`config.mk`:
```
export PLATFORM = sky130hd
export DESIGN_NAME = ssp_predictor
export DESIGN_NICKNAME = d
export VERILOG_FILES = /design/src/rtl/ssp_pkg.sv /design/src/rtl/ssp_table.sv /design/src/rtl/ssp_tracker.sv /design/src/rtl/ssp_predictor.sv
export SDC_FILE = /design/constraint.sdc
export NUM_CORES = 1
export LEC_CHECK = 0
export ABC_AREA = 0
export CAP_MARGIN = 10
export CORE_MARGIN = 1.5
export CORE_UTILIZATION = 45
export DETAILED_ROUTE_END_ITERATION = 6
export DONT_BUFFER_PORTS = 1
export PLACE_DENSITY_LB_ADDON = 0.05
export SYNTH_ARGS = -nofsm -noshare
export SYNTH_HDL_FRONTEND = slang
export SYNTH_SLANG_ARGS = --single-unit
```
`constraint.sdc`:
```
create_clock -name clk -period 4.2 [get_ports clk]
set_input_delay 0.21 -clock clk [delete_from_list [all_inputs] [get_ports clk]]
set_output_delay 0.21 -clock clk [all_outputs]
set_load 0.01 [all_outputs]
```
`src/rtl/ssp_pkg.sv`:
```
package ssp_pkg;

    // Mode of the single pair tracker.
    typedef enum logic [1:0] {
        TRK_IDLE  = 2'd0,
        TRK_TRAIN = 2'd1,
        TRK_SPEC  = 2'd2
    } trk_mode_e;

    localparam int unsigned SSP_PC_LSB = 2;

endpackage

```
`src/rtl/ssp_table.sv`:
```
module ssp_table #(
    parameter int unsigned PC_W    = 32,
    parameter int unsigned ENTRIES = 32,
    parameter int unsigned TAG_W   = 6,
    parameter int unsigned CONF_W  = 2,
    parameter int unsigned PC_LSB  = 2,
    localparam int unsigned IDX_W  = $clog2(ENTRIES)
) (
    input  logic              clk,
    input  logic              rst_n,
    input  logic [PC_W-1:0]   lk_pc,
    output logic [IDX_W-1:0]  lk_idx,
    output logic              lk_hit,
    output logic [CONF_W-1:0] lk_conf,
    output logic [TAG_W-1:0]  lk_tag,
    input  logic              upd_en,
    input  logic              upd_ok,
    input  logic [IDX_W-1:0]  upd_idx,
    input  logic [TAG_W-1:0]  upd_tag
);

    localparam int unsigned HI_LSB = PC_LSB + IDX_W + TAG_W;

    typedef struct packed {
        logic [ENTRIES-1:0]             vld;
        logic [ENTRIES-1:0][TAG_W-1:0]  tag;
        logic [ENTRIES-1:0][CONF_W-1:0] conf;
    } tbl_t;

    tbl_t tbl_d, tbl_q;
    logic upd_hit;

    logic pc_unused;
    assign pc_unused = ^{lk_pc[PC_W-1:HI_LSB], lk_pc[PC_LSB-1:0]};

    always_comb begin
        lk_idx  = lk_pc[PC_LSB +: IDX_W];
        lk_tag  = lk_pc[PC_LSB+IDX_W +: TAG_W];
        lk_hit  = tbl_q.vld[lk_idx] && (tbl_q.tag[lk_idx] == lk_tag);
        lk_conf = tbl_q.conf[lk_idx];
    end

    always_comb begin
        tbl_d   = tbl_q;
        upd_hit = tbl_q.vld[upd_idx] && (tbl_q.tag[upd_idx] == upd_tag);
        if (upd_en) begin
            if (upd_ok) begin
                if (upd_hit) begin
                    if (tbl_q.conf[upd_idx] != {CONF_W{1'b1}}) begin
                        tbl_d.conf[upd_idx] = tbl_q.conf[upd_idx] + 1'b1;
                    end
                end else begin
                    tbl_d.vld[upd_idx]  = 1'b1;
                    tbl_d.tag[upd_idx]  = upd_tag;
                    tbl_d.conf[upd_idx] = CONF_W'(1);
                end
            end else if (upd_hit) begin
                tbl_d.conf[upd_idx] = '0;
            end
        end
    end

    always_ff @(posedge clk) begin
        if (!rst_n) begin
            tbl_q <= '0;
        end else begin
            tbl_q <= tbl_d;
        end
    end

    AST_CONF_CLEARED: assert property (@(posedge clk) disable iff (!rst_n)
        (upd_en && !upd_ok && upd_hit) |=> (tbl_q.conf[$past(upd_idx)] == '0));

    AST_CONF_NO_WRAP: assert property (@(posedge clk) disable iff (!rst_n)
        (upd_en && upd_ok && upd_hit && tbl_q.conf[upd_idx] != '0)
        |=> (tbl_q.conf[$past(upd_idx)] != '0));

    AST_ALLOC_ONE: assert property (@(posedge clk) disable iff (!rst_n)
        (upd_en && upd_ok && !upd_hit) |=> (tbl_q.conf[$past(upd_idx)] == CONF_W'(1)));

endmodule

```
`src/rtl/ssp_tracker.sv`:
```
module ssp_tracker
    import ssp_pkg::*;
#(
    parameter int unsigned ADDR_W = 32,
    parameter int unsigned DATA_W = 32,
    parameter int unsigned IDX_W  = 5,
    parameter int unsigned TAG_W  = 6,
    parameter int unsigned WINDOW = 8,
    localparam int unsigned CNT_W = $clog2(WINDOW + 1)
) (
    input  logic              clk,
    input  logic              rst_n,
    input  logic              st_valid,
    input  logic [ADDR_W-1:0] st_addr,
    input  logic [DATA_W-1:0] st_new,
    input  logic              start_en,
    input  logic              start_spec,
    input  logic [ADDR_W-1:0] start_addr,
    input  logic [DATA_W-1:0] start_old,
    input  logic [IDX_W-1:0]  start_idx,
    input  logic [TAG_W-1:0]  start_tag,
    output logic              busy,
    output logic              res_valid,
    output logic              res_ok,
    output logic              res_spec,
    output logic [IDX_W-1:0]  res_idx,
    output logic [TAG_W-1:0]  res_tag
);

    typedef struct packed {
        trk_mode_e         mode;
        logic [ADDR_W-1:0] addr;
        logic [DATA_W-1:0] old;
        logic [IDX_W-1:0]  idx;
        logic [TAG_W-1:0]  tag;
        logic [CNT_W-1:0]  cnt;
    } trk_t;

    trk_t trk_d, trk_q;
    logic touch;
    logic expire;

    always_comb begin
        busy      = (trk_q.mode != TRK_IDLE);
        touch     = busy && st_valid && (st_addr == trk_q.addr);
        expire    = busy && (trk_q.cnt == CNT_W'(WINDOW - 1));
        res_valid = touch || expire;
        res_ok    = touch && (st_new == trk_q.old);
        res_spec  = (trk_q.mode == TRK_SPEC);
        res_idx   = trk_q.idx;
        res_tag   = trk_q.tag;

        trk_d = trk_q;
        if (res_valid) begin
            trk_d.mode = TRK_IDLE;
            trk_d.cnt  = '0;
        end else if (busy) begin
            trk_d.cnt = trk_q.cnt + 1'b1;
        end else if (start_en) begin
            trk_d.mode = start_spec ? TRK_SPEC : TRK_TRAIN;
            trk_d.addr = start_addr;
            trk_d.old  = start_old;
            trk_d.idx  = start_idx;
            trk_d.tag  = start_tag;
            trk_d.cnt  = '0;
        end
    end

    always_ff @(posedge clk) begin
        if (!rst_n) begin
            trk_q <= '{mode: TRK_IDLE, default: '0};
        end else begin
            trk_q <= trk_d;
        end
    end

    AST_WINDOW_BOUND: assert property (@(posedge clk) disable iff (!rst_n)
        busy |-> (trk_q.cnt < CNT_W'(WINDOW)));

    AST_START_WHEN_IDLE: assert property (@(posedge clk) disable iff (!rst_n)
        start_en |-> (trk_q.mode == TRK_IDLE));

    AST_OPEN_AFTER_START: assert property (@(posedge clk) disable iff (!rst_n)
        start_en |=> (busy && trk_q.cnt == '0));

endmodule

```
`src/rtl/ssp_predictor.sv`:
```
module ssp_predictor
    import ssp_pkg::*;
#(
    parameter int unsigned PC_W    = 32,
    parameter int unsigned ADDR_W  = 32,
    parameter int unsigned DATA_W  = 32,
    parameter int unsigned ENTRIES = 32,
    parameter int unsigned TAG_W   = 6,
    parameter int unsigned CONF_W  = 2,
    parameter int unsigned CONF_TH = 2,
    parameter int unsigned WINDOW  = 8,
    localparam int unsigned IDX_W  = $clog2(ENTRIES)
) (
    input  logic              clk,
    input  logic              rst_n,
    input  logic              st_valid_i,
    input  logic [PC_W-1:0]   st_pc_i,
    input  logic [ADDR_W-1:0] st_addr_i,
    input  logic [DATA_W-1:0] st_old_i,
    input  logic [DATA_W-1:0] st_new_i,
    input  logic              lock_held_i,
    output logic              elide_o,
    output logic              commit_o,
    output logic              squash_o,
    output logic [IDX_W-1:0]  pair_tag_o
);

    logic [IDX_W-1:0]  lk_idx;
    logic [TAG_W-1:0]  lk_tag;
    logic              lk_hit;
    logic [CONF_W-1:0] lk_conf;
    logic              busy;
    logic              res_valid, res_ok, res_spec;
    logic [IDX_W-1:0]  res_idx;
    logic [TAG_W-1:0]  res_tag;
    logic              cand, confident, start_spec;

    ssp_table #(
        .PC_W(PC_W), .ENTRIES(ENTRIES), .TAG_W(TAG_W),
        .CONF_W(CONF_W), .PC_LSB(SSP_PC_LSB)
    ) u_table (
        .clk     (clk),
        .rst_n   (rst_n),
        .lk_pc   (st_pc_i),
        .lk_idx  (lk_idx),
        .lk_hit  (lk_hit),
        .lk_conf (lk_conf),
        .lk_tag  (lk_tag),
        .upd_en  (res_valid),
        .upd_ok  (res_ok),
        .upd_idx (res_idx),
        .upd_tag (res_tag)
    );

    ssp_tracker #(
        .ADDR_W(ADDR_W), .DATA_W(DATA_W), .IDX_W(IDX_W),
        .TAG_W(TAG_W), .WINDOW(WINDOW)
    ) u_tracker (
        .clk        (clk),
        .rst_n      (rst_n),
        .st_valid   (st_valid_i),
        .st_addr    (st_addr_i),
        .st_new     (st_new_i),
        .start_en   (cand),
        .start_spec (start_spec),
        .start_addr (st_addr_i),
        .start_old  (st_old_i),
        .start_idx  (lk_idx),
        .start_tag  (lk_tag),
        .busy       (busy),
        .res_valid  (res_valid),
        .res_ok     (res_ok),
        .res_spec   (res_spec),
        .res_idx    (res_idx),
        .res_tag    (res_tag)
    );

    always_comb begin
        cand       = st_valid_i && !busy && (st_new_i != st_old_i);
        confident  = lk_hit && (lk_conf >= CONF_W'(CONF_TH));
        start_spec = cand && confident && !lock_held_i;
        elide_o    = start_spec;
        commit_o   = res_valid && res_ok && res_spec;
        squash_o   = res_valid && !res_ok && res_spec;
        if (res_valid) begin
            pair_tag_o = res_idx;
        end else if (start_spec) begin
            pair_tag_o = lk_idx;
        end else begin
            pair_tag_o = '0;
        end
    end

    AST_HELD_NO_ELIDE: assert property (@(posedge clk) disable iff (!rst_n)
        lock_held_i |-> !elide_o);

    AST_ELIDE_OPENS: assert property (@(posedge clk) disable iff (!rst_n)
        elide_o |=> busy);

    AST_PULSE_EXCL: assert property (@(posedge clk) disable iff (!rst_n)
        !(commit_o && squash_o));

    AST_SILENT_NO_OPEN: assert property (@(posedge clk) disable iff (!rst_n)
        (st_valid_i && st_new_i == st_old_i && !busy) |=> !busy);

endmodule

```
### Yosys cells after proc, flatten, opt, wreduce, memory -nomap -nowiden

Cells that the tools add are included.

| cells by class | value |
|---|---|
| $add $sub $neg | 2 |
| order comparisons | 4 |
| equal/unequal tests | 9 |
| multiplexer cells | 29 |
| bitwise logic cells | 10 |
| reductions and logical operators | 28 |

Operators with widths:

| kind | count |
|---|---|
| 64-bit two-way mux | 4 |
| 192-bit bitwise mux | 1 |
| 64-bit bitwise AND | 1 |
| 64-bit bitwise mux | 1 |
| 32-bit == test | 2 |
| 64-bit inverter | 1 |
| 32-bit OR | 2 |
| 6-bit binary-select mux with 5-bit select | 2 |
| 32-bit bitwise AND | 1 |
| 32-bit != test | 1 |
| 32-bit inverter | 1 |
| 6-bit demux with 5-bit select | 1 |
| 2-bit binary-select mux with 5-bit select | 2 |
| 6-bit two-way mux | 3 |
| 1-bit logical AND | 16 |
| 6-bit == test | 2 |
| 5-bit by 6-bit less-than comparator with 1-bit output, second input constant | 2 |
| 1-bit binary-select mux with 5-bit select | 2 |
| 2-bit demux with 5-bit select | 1 |
| 5-bit two-way mux | 2 |
| 3-bit AND reduction | 3 |
| 2-bit two-way mux | 4 |
| 4-bit two-way mux | 2 |
| 2-bit nonzero test | 3 |
| other kinds (15) | 22 |

| word-level totals | value |
|---|---|
| bits in registers | 369 |
| input port bits | 132 |
| output and inout bits | 8 |
| word-level logic and storage cells | 153 |

### Longest topological paths before layout

Gate-level depths: netlist of run 1.

| depth | value |
|---|---|
| depth after elaboration | 9 |
| depth in mapped cells | 19 |
| depth with buffers taken out | 10 |

### Hierarchy

A second synthesis of run 1 with hierarchy kept.

| second synthesis, totals | value |
|---|---|
| cell total of the unflattened synthesis | 1997 |
| area, all modules | 19751.4 µm² |

Modules (own cells, without submodules):

| module | instances | cells each | area each (µm²) | sequential area each (µm²) |
|---|---|---|---|---|
| ssp_table | 1 | 1470 | 15396.0 | 5765.5 |
| ssp_tracker | 1 | 460 | 3868.7 | 1621.6 |
| ssp_predictor | 1 | 67 | 486.7 | 0.0 |

### Worst setup path after synthesis of run 1

No wires, ideal clock.

| timing path | value |
|---|---|
| path kind | reg2reg |
| start | register u_tracker.trk_q (netlist bit u_tracker.res_idx[1]) |
| end | register u_table.tbl_q[18] (netlist bit) |
| library setup time | 0.072 ns |
| arrival time | 4.355 ns |
| data required time | 4.128 ns |
| path slack | -0.227 ns |
| stages on the path, launching flop included | 20 |
| buffers on the path | 10 |
| clock period less this slack | 4.427 ns |
| cells stage by stage | dfxtp_1 buf_2 buf_4 buf_6 buf_4 buf_1 clkbuf_1 clkbuf_1 clkbuf_1 mux4_2 a22oi_1 nand4_1 ha_1 inv_1 a2111o_1 or4_1 clkbuf_1 buf_4 o211ai_1 mux2i_1 |

| between the ends | value |
|---|---|
| cells in the longest elaborated chain, start to end | 8 |
| elaborated cells between the ends (all ways) | 26 |
| classes of those cells | add/sub (1); order compare (2); eq/ne (3); mux (13); bitwise (3); reduce/logical (4) |

RTL lines:

| element | line | text |
|---|---|---|
| from (decl) | ssp_tracker.sv:39 | `trk_t trk_d, trk_q;` |
| from (signal assigned) | ssp_tracker.sv:73 | `trk_q <= trk_d;` |
| 5-bit by 6-bit less-than comparator with 1-bit output (implied by the code) / 5-bit by 1-bit greater-or-equal comparator with 1-bit output (equally long branches) | ssp_table.sv:50, ssp_table.sv:55, ssp_table.sv:58 |  |
| 1-bit logical AND (implied by the code) | ssp_table.sv:50, ssp_table.sv:55, ssp_table.sv:58 |  |
| 2-bit two-way mux (implied by the code) | ssp_table.sv:50, ssp_table.sv:55, ssp_table.sv:58 |  |
| 2-bit demux with 5-bit select | -- |  |
| 64-bit bitwise mux / 64-bit inverter (equally long branches) | -- |  |
| 64-bit two-way mux / 64-bit bitwise AND (equally long branches) | -- |  |
| 64-bit two-way mux, on equally long branches | ssp_table.sv:48, ssp_table.sv:57 |  |
| 64-bit two-way mux | ssp_table.sv:47 | `if (upd_ok) begin` |
| to (signal assigned) | ssp_table.sv:67 | `tbl_q <= tbl_d;` |
| to (decl) | ssp_table.sv:30 | `tbl_t tbl_d, tbl_q;` |

Several ways; a longest one is shown, not always the timed one. The select of a mux whose other input is x is not followed.
A chain may end at the register's enable or synchronous reset.

### Worst setup path in the final report of run 1

| timing path | value |
|---|---|
| start | register u_tracker.trk_q (netlist bit u_tracker.res_idx[2]) |
| end | register u_table.tbl_q[256] (netlist bit) |

| between the ends | value |
|---|---|
| cells in the longest elaborated chain, start to end | 6 |
| elaborated cells between the ends (all ways) | 14 |
| classes of those cells | order compare (2); eq/ne (1); mux (6); bitwise (2); reduce/logical (3) |

RTL lines:

| element | line | text |
|---|---|---|
| 6-bit binary-select mux with 5-bit select | ssp_table.sv:45 | `upd_hit = tbl_q.vld[upd_idx] && (tbl_q.tag[upd_idx] == upd_tag);` |
| 6-bit two-way mux (implied by the code) | ssp_table.sv:45 |  |
| 6-bit == test | ssp_table.sv:45 |  |
| 1-bit logical AND | ssp_table.sv:45 |  |
| 1-bit inverter (no source line) | -- |  |
| 3-bit AND reduction (no source line) | -- |  |

Several ways; a longest one is shown, not always the timed one. The select of a mux whose other input is x is not followed.

==> summary.txt, run 1 <==
Yosys
  – Post-synthesis cell count: 2,130
  – Area share of the largest cell type after synthesis: 35.2%
  – Post-synth top cells: dfxtp_1, mux2i_1, o21a_1, nand2_1, clkbuf_1
  – Largest cells by area after synthesis: dfxtp_1, mux2i_1, mux4_2
  – Mapped Nets: approximately 2,300
  – Mapped Area: roughly 21,000 um2
  – Async SR Flop Fraction: 0%
  – Seq/Total Area, Yosys: 35.2%
  – Register bit count reported by yosys: 369
  – Largest area contributor in the netlist: dfxtp_1
  – Post-Syn Area per Cell: about 9.9 um2
  – Count leader, synth: dfxtp_1
  – Ys flop type: dfxtp_1
  – Unique masters post-synth: 57
  – EDFF count, synth: 0
  – Synth warnings: 0

Routing
  – DRC: 0
  – Router iterations before antenna repair: 7
  – Initial DRC count: about 1,400
  – Vias per inst: approximately 6.1
  – Antenna Nets Post-Route: 0
  – DR WL/cell: 25.1 um
  – Final WL: 70,800 um
  – Via count: 17,200

Place
  – Cell area after placement: 21,600 um2
  – GP Congestion: 0.931
  – Detailed placement HPWL: 46,500 um
  – Port bufs: 0

Clock tree
  – CTS tree: built
  – Reg clk slew, reported paths: 60 ps
  – Htree depth: 2
  – Worst skew pair latency: 590 ps
  – Cts bufs inserted: 43
  – Clock tree buffer depth: 3
  – Clock root buffer: clkbuf_16
  – Clk sinks: 369

Floorplan
  – Core area: 45,700 um2
  – Die Height: 219 um
  – Die Area: 48,000 um2
  – Initial core utilization: a little under half
  – Chip Width: roughly 220 um
  – Num rows: 78
  – I/O pin count: 140

Finish
  – Synth-to-Final Area Change: 17.2%
  – Post-route cell area: approximately 25,000 um2
  – Area of the multi-input gates: 12,800 um2
  – Diodes inserted: 0
  – Layout cells sized above 1: 13.1%
  – NumNets Final: 2,324
  – Filler cell count: 4,222
  – Storage cell area: roughly 7400 um2

Timing
  – Fin crit share: between 90% and 100%
  – Clock period minus worst slack: 4140 ps
  – Slew HR: roughly 24%
  – Clock skew: 22.7 ps
  – Fmax: around 240 MHz
  – Hold_ws: 76.6 ps
  – Final Max Slew Viols: 0
  – Final setup viols: 0
  – Slew @ Worst Pin: about 1100 ps
  – Final hold vios: 0

Hold path
  – Type of the most critical hold path: primary input to flip-flop

Global routing
  – First-pass GRT wire length: 106,000 um
  – GRT Total Usage: ~29%
  – Initial antenna violation count: 0
  – Vias in the first global route: 16,700
  – Grt total ovfl: 0
  – Largest net degree at the start of global routing: 250

Critical path
  – Worst EP required: 4670 ps
  – Worst Path Max Fanout: 17
  – Worst Path Arrival: roughly 4600 ps
  – CP Class: flip-flop to flip-flop
  – Worst setup SP type: flip-flop
  – Worst setup EP type: flip-flop

Pwr
  – PwrDens: 336 nW/um2
  – Power, Total: about 8.3 mW
  – Leak pwr: 8.68 nW
  – Peak VDD IR: around 0.26 mV

Run status
  – Status: finished clean

Job
  – # Max-Cap Violations: 0
==> layout by cell type, fill, tap and decap left out, drive strengths merged, types with 32 or more instances in the layout <==
| cell type | n |
|---|---|
| buf | 77 |
| nor2b | 76 |
| a21boi | 33 |
| nand2 | 166 |
| clkbuf | 72 |
| nor3b | 114 |
| mux2i | 291 |
| nand3 | 37 |
| o21ai | 49 |
| xnor2 | 67 |
| dlygate4sd3 | 144 |
| nor3 | 32 |
| xor2 | 35 |
| o21a | 256 |
| mux4 | 87 |
| nor2 | 51 |
| o22ai | 52 |
| dfxtp | 369 |
==> kinds of logic after synthesis <==
family                   Yosys count  share of synthesized area (%)
XOR/XNOR                         102                           4.26
AND/OR/NAND/NOR                  612                           16.9
buffers and inverters            211                           4.32
flip-flops                       369                           35.2
multiplexers                     378                           23.2
adder cells (fa/ha/maj)            2                          0.119
AO/OA/AOI/OAI                    456                           16.0
==> where the power goes <==
group	switching [mW]	internal (mW)
Combinational	0.460	0.403
Sequential	0.0538	3.55
Clock	1.55	2.26
==> state kept, by name, summed over array words and instances (netlist names) <==
register	cells
u_table.tbl_q	288
u_tracker.trk_q	70
u_tracker.res_tag	6
u_tracker.res_idx	5
==> per-layer routing <==
layer	GRT usage, %	routed length (um)	share of wire, %	up-vias
met1	39.9	31300	44	8594
met5	0	0	0	-
met3	4.10	4380	6.2	114
met4	9.63	2200	3.1	0
met2	47.9	32900	46	563
li1	-	-	-	7956
==> cell type report <==
| cell class | count | share of cell area (%) |
|---|---|---|
| Multi-Input combinational cell | 1550 | 51.9 |
| Tap cell | 600 | 3.05 |
| Clock buffer | 70 | 5.37 |
| Timing Repair Buffer | 223 | 9.25 |
| Sequential cell | 369 | 30.1 |
| Inverter | 3 | 0.0458 |
| Clock inverter | 7 | 0.346 |
==> per-stage QoR <==
stage / TNS [ps] / worst slack, ps / util (%) / std cells
after global placement: 0 / 49.4 / 47.2 / 2589
after global routing: -78.4 / -43.7 / 53.9 / 2822
after floorplan: 0 / 38.3 / - / 2130
after CTS: 0 / 9.82 / 53.5 / 2811
after detailed placement: 0 / 84.7 / 47.2 / 2589
final: 0 / 56.4 / 53.9 / 2822
==> worst max-delay path, stage by stage (launching register included) <==
cell and delay (ps):
dfxtp_1 650, nand4b_1 570, o22ai_1 410, nor4_2 80, and3_1 180, or4_4 570, a2111oi_4 460, clkbuf_16 290
nor2_1 70, o21a_1 200, dlygate4sd3_1 560
==> final timing paths <==
| check | cells past startpoint | slack, ps | from | to |
|---|---|---|---|---|
| worst min-delay path | 2 | 80 | rst_n | u_table.tbl_q[80] |
| worst max register to register | 10 | 60 | u_tracker.res_idx[2] | u_table.tbl_q[256] |
| worst max-delay path | 10 | 60 | u_tracker.res_idx[2] | u_table.tbl_q[256] |
| worst min register to register | 2 | 460 | u_table.tbl_q[14] | u_table.tbl_q[14] |
==> timing repair <==
item | CTS | global route
endpoints found under the hold margin | 368 | 0
setup buffers | 0 | 9
endpoints found under the setup margin | 0 | 171
gates resized for setup | 0 | 13
hold buffers | 145 | 0
(Power assumes the default switching activity.)
==> run 2, diff against run 1 <==
--- a/config.mk
+++ b/config.mk
@@ -6,12 +6,15 @@
 export NUM_CORES = 1
 export LEC_CHECK = 0
 export ABC_AREA = 0
+export ABC_CLOCK_PERIOD_IN_PS = 4200
 export CAP_MARGIN = 10
+export CELL_PAD_IN_SITES_DETAIL_PLACEMENT = 1
+export CELL_PAD_IN_SITES_GLOBAL_PLACEMENT = 1
 export CORE_MARGIN = 1.5
 export CORE_UTILIZATION = 45
 export DETAILED_ROUTE_END_ITERATION = 6
 export DONT_BUFFER_PORTS = 1
-export PLACE_DENSITY_LB_ADDON = 0.05
+export PLACE_DENSITY_LB_ADDON = 0.1
 export SYNTH_ARGS = -nofsm -noshare
 export SYNTH_HDL_FRONTEND = slang
 export SYNTH_SLANG_ARGS = --single-unit
==> run 2 against run 1 <==
  * Combinational power rose by 4.4%
  * Count of clock-buffer cells in the layout fell by 3
  * Clock skew rose by 7.3 ps
  * Worst setup slack improved by 40 ps
  * Cell area rose by 1.7%
  * Die area did not move
  * Largest cell class unchanged
==> summary.txt, run 2 (synthesis gave the netlist of run 1 again) <==
Clock tree
  – Reg clk slew, reported paths: 60 ps
  – Clk sinks: ~370
  – CTS tree: built
  – Cts bufs inserted: 43
  – Clock root buffer: clkbuf_16
  – Clock tree buffer depth: 3
  – Worst skew pair latency: 590 ps
  – Htree depth: 2

Finish
  – Max reg flops: 288
  – Commonest non-fill, non-tap cell in the layout: dfxtp_1
  – Post-route cell area: 25,000 um2
  – Filler cell count: 4,876
  – Storage cell area: approximately 7400 um2
  – Largest reg by FF count: u_table.tbl_q
  – Most frequent cells in the layout: dfxtp_1, mux2i_1, o21a_1
  – Layout cells sized above 1: between 10% and 20%
  – Area of the multi-input gates: 12,700 um2
  – Synth-to-Final Area Change: 19.2%
  – NumNets Final: 2,361

Critical path
  – Worst Path Arrival: about 4600 ps
  – Setup slack, reg-to-reg: between 90 and 100 ps
  – R2R Path End: u_table.tbl_q[92]
  – Source of the critical timing path: u_tracker.res_idx[1]
  – RR Startpoint: u_tracker.res_idx[1]
  – CP Class: flip-flop to flip-flop
  – Worst setup SP type: flip-flop
  – Worst setup EP type: flip-flop
  – Worst EP required: ~4700 ps
  – Reg2Reg Depth: 12
  – Worst Path Max Fanout: 60

Hold path
  – Hold Path Sink: u_tracker.trk_q[79]
  – Hold Path Cell Cnt: 4
  – Type of the most critical hold path: primary input to flip-flop
  – Beginning of the worst hold path: st_pc_i[10]

Job
  – # Max-Cap Violations: 0

Pwr
  – Comb pwr share: 10.6%
  – Pint: between 6 and 7 mW
  – Leak pwr: 8.78 nW
  – Switching share of power: between 20% and 30%
  – Power, Total: between 8 and 9 mW
  – Clock Power Share: 47.0%
  – P_sw: 2.16 mW
  – Peak VDD IR: 0.250 mV
  – Reg power frac: 42.4%
  – PwrDens: 340 nW/um2

Floorplan
  – I/O pin count: 140
  – Num rows: 78
  – Die Area: 48,000 um2
  – Die Height: 219 um
  – Core area: roughly 46,000 um2
  – Initial core utilization: a little under half
  – Chip Width: 219 um

Place
  – Cell area after placement: 21,600 um2
  – GP Congestion: slightly above 0.9
  – Port bufs: 0
  – Post-place setup slack: 213 ps
  – Detailed placement HPWL: 47,100 um

Global routing
  – GRT Total Usage: 32.0%
  – Grt total ovfl: 0
  – Initial antenna violation count: 2
  – Largest net degree at the start of global routing: 249
  – First-pass GRT wire length: 117,000 um
  – Vias in the first global route: 18,800

Timing
  – Slew HR: 17.5%
  – Clock skew: 30.0 ps
  – RSZ-0062 raised after global routing: false
  – Final worst slack: 96.3 ps
  – Final setup viols: 0
  – Fmax: 244 MHz
  – Final Max Slew Viols: 0
  – Fin crit share: around 100%
  – Setup_tns: 0 ps
  – Clock period minus worst slack: 4100 ps
  – Slew @ Worst Pin: between 1000 and 1500 ps
  – Final hold vios: 0

Routing
  – Antenna Nets Post-Route: 0
  – Initial DRC count: 1,181
  – Vias per inst: between 6 and 7
  – DR WL/cell: 27.0 um
  – Via count: around 18,000
  – Router iterations before antenna repair: 5
  – Final WL: 77,100 um
  – DRC: 0

Run status
  – Status: finished clean
run 2: cell count changes in the layout (fill, tap and decap cells not counted), moves of 3 or more:
cell	before	now
buf_4	61	52
clkbuf_1	15	8
clkbuf_8	10	14
dlygate4sd3_1	144	192
nor3_2	5	8
nor3_4	3	0
nor4_1	24	28
nor4_2	4	0
run 2: layout make-up:
| cell class | count | share of cell area, % |
|---|---|---|
| Tap cell | 600 | 3.00 |
| Clock buffer | 67 | 5.39 |
| Antenna cell | 1 | 0.0100 |
| Inverter | 3 | 0.0450 |
| Clock inverter | 11 | 0.580 |
| Timing Repair Buffer | 260 | 10.6 |
| Sequential cell | 369 | 29.5 |
| Multi-Input combinational cell | 1550 | 50.9 |
run 2: power groups by stage:
stage	logic, mW	clock network (mW)	registers (mW)
floorplan	0.610	0	3.65
detailed placement	0.705	0	3.67
global placement	0.689	0	3.67
global route	0.952	4.18	3.60
CTS	0.867	4.04	3.59
finish	0.902	4.00	3.60
run 2: worst max path at each step:
stage,endpoint,slack [ps],cells past startpoint
3_5_place_dp,u_table.tbl_q[41],210,11
6_report,u_table.tbl_q[92],100,12
2_1_floorplan,u_table.tbl_q[18],40,17
5_1_grt,u_table.tbl_q[205],10,11
3_3_place_gp,u_table.tbl_q[41],300,10
4_1_cts,u_table.tbl_q[41],120,11
run 2: worst max-delay path: stages (launching register included):
cell       delay, ps
dfxtp_4          520
buf_12           240
buf_12           180
mux2i_1          270
o22ai_1          160
nor4_1           450
a21oi_1          140
or4_4            550
a2111oi_4        500
buf_12           320
buf_12           270
nor3b_1          100
o21a_1           190
run 2: repair_timing:
item	4_1_cts	5_1_grt
hold buffers	193	0
buffers inserted	0	0
hold endpoints to repair	368	0
gates resized for setup	0	3
endpoints found under the setup margin	0	64
run 2: through the flow:
stage / hold slack (ps) / utilization [%] / std cells
2_1_floorplan: 376 / - / 2130
3_3_place_gp: 380 / 47.2 / 2589
3_5_place_dp: 387 / 47.2 / 2589
4_1_cts: 15.9 / 54.7 / 2860
5_1_grt: 104 / 54.8 / 2860
6_report: 145 / 54.8 / 2861
run 2: metal layers:
| metal | vias up | wire length [um] | global-route usage [%] |
|---|---|---|---|
| li1 | 8010 | - | - |
| met1 | 9135 | 32500 | 40.5 |
| met2 | 567 | 37000 | 54.3 |
| met3 | 151 | 4980 | 5.52 |
| met4 | 2 | 2670 | 12.2 |
| met5 | - | 9 | 0 |
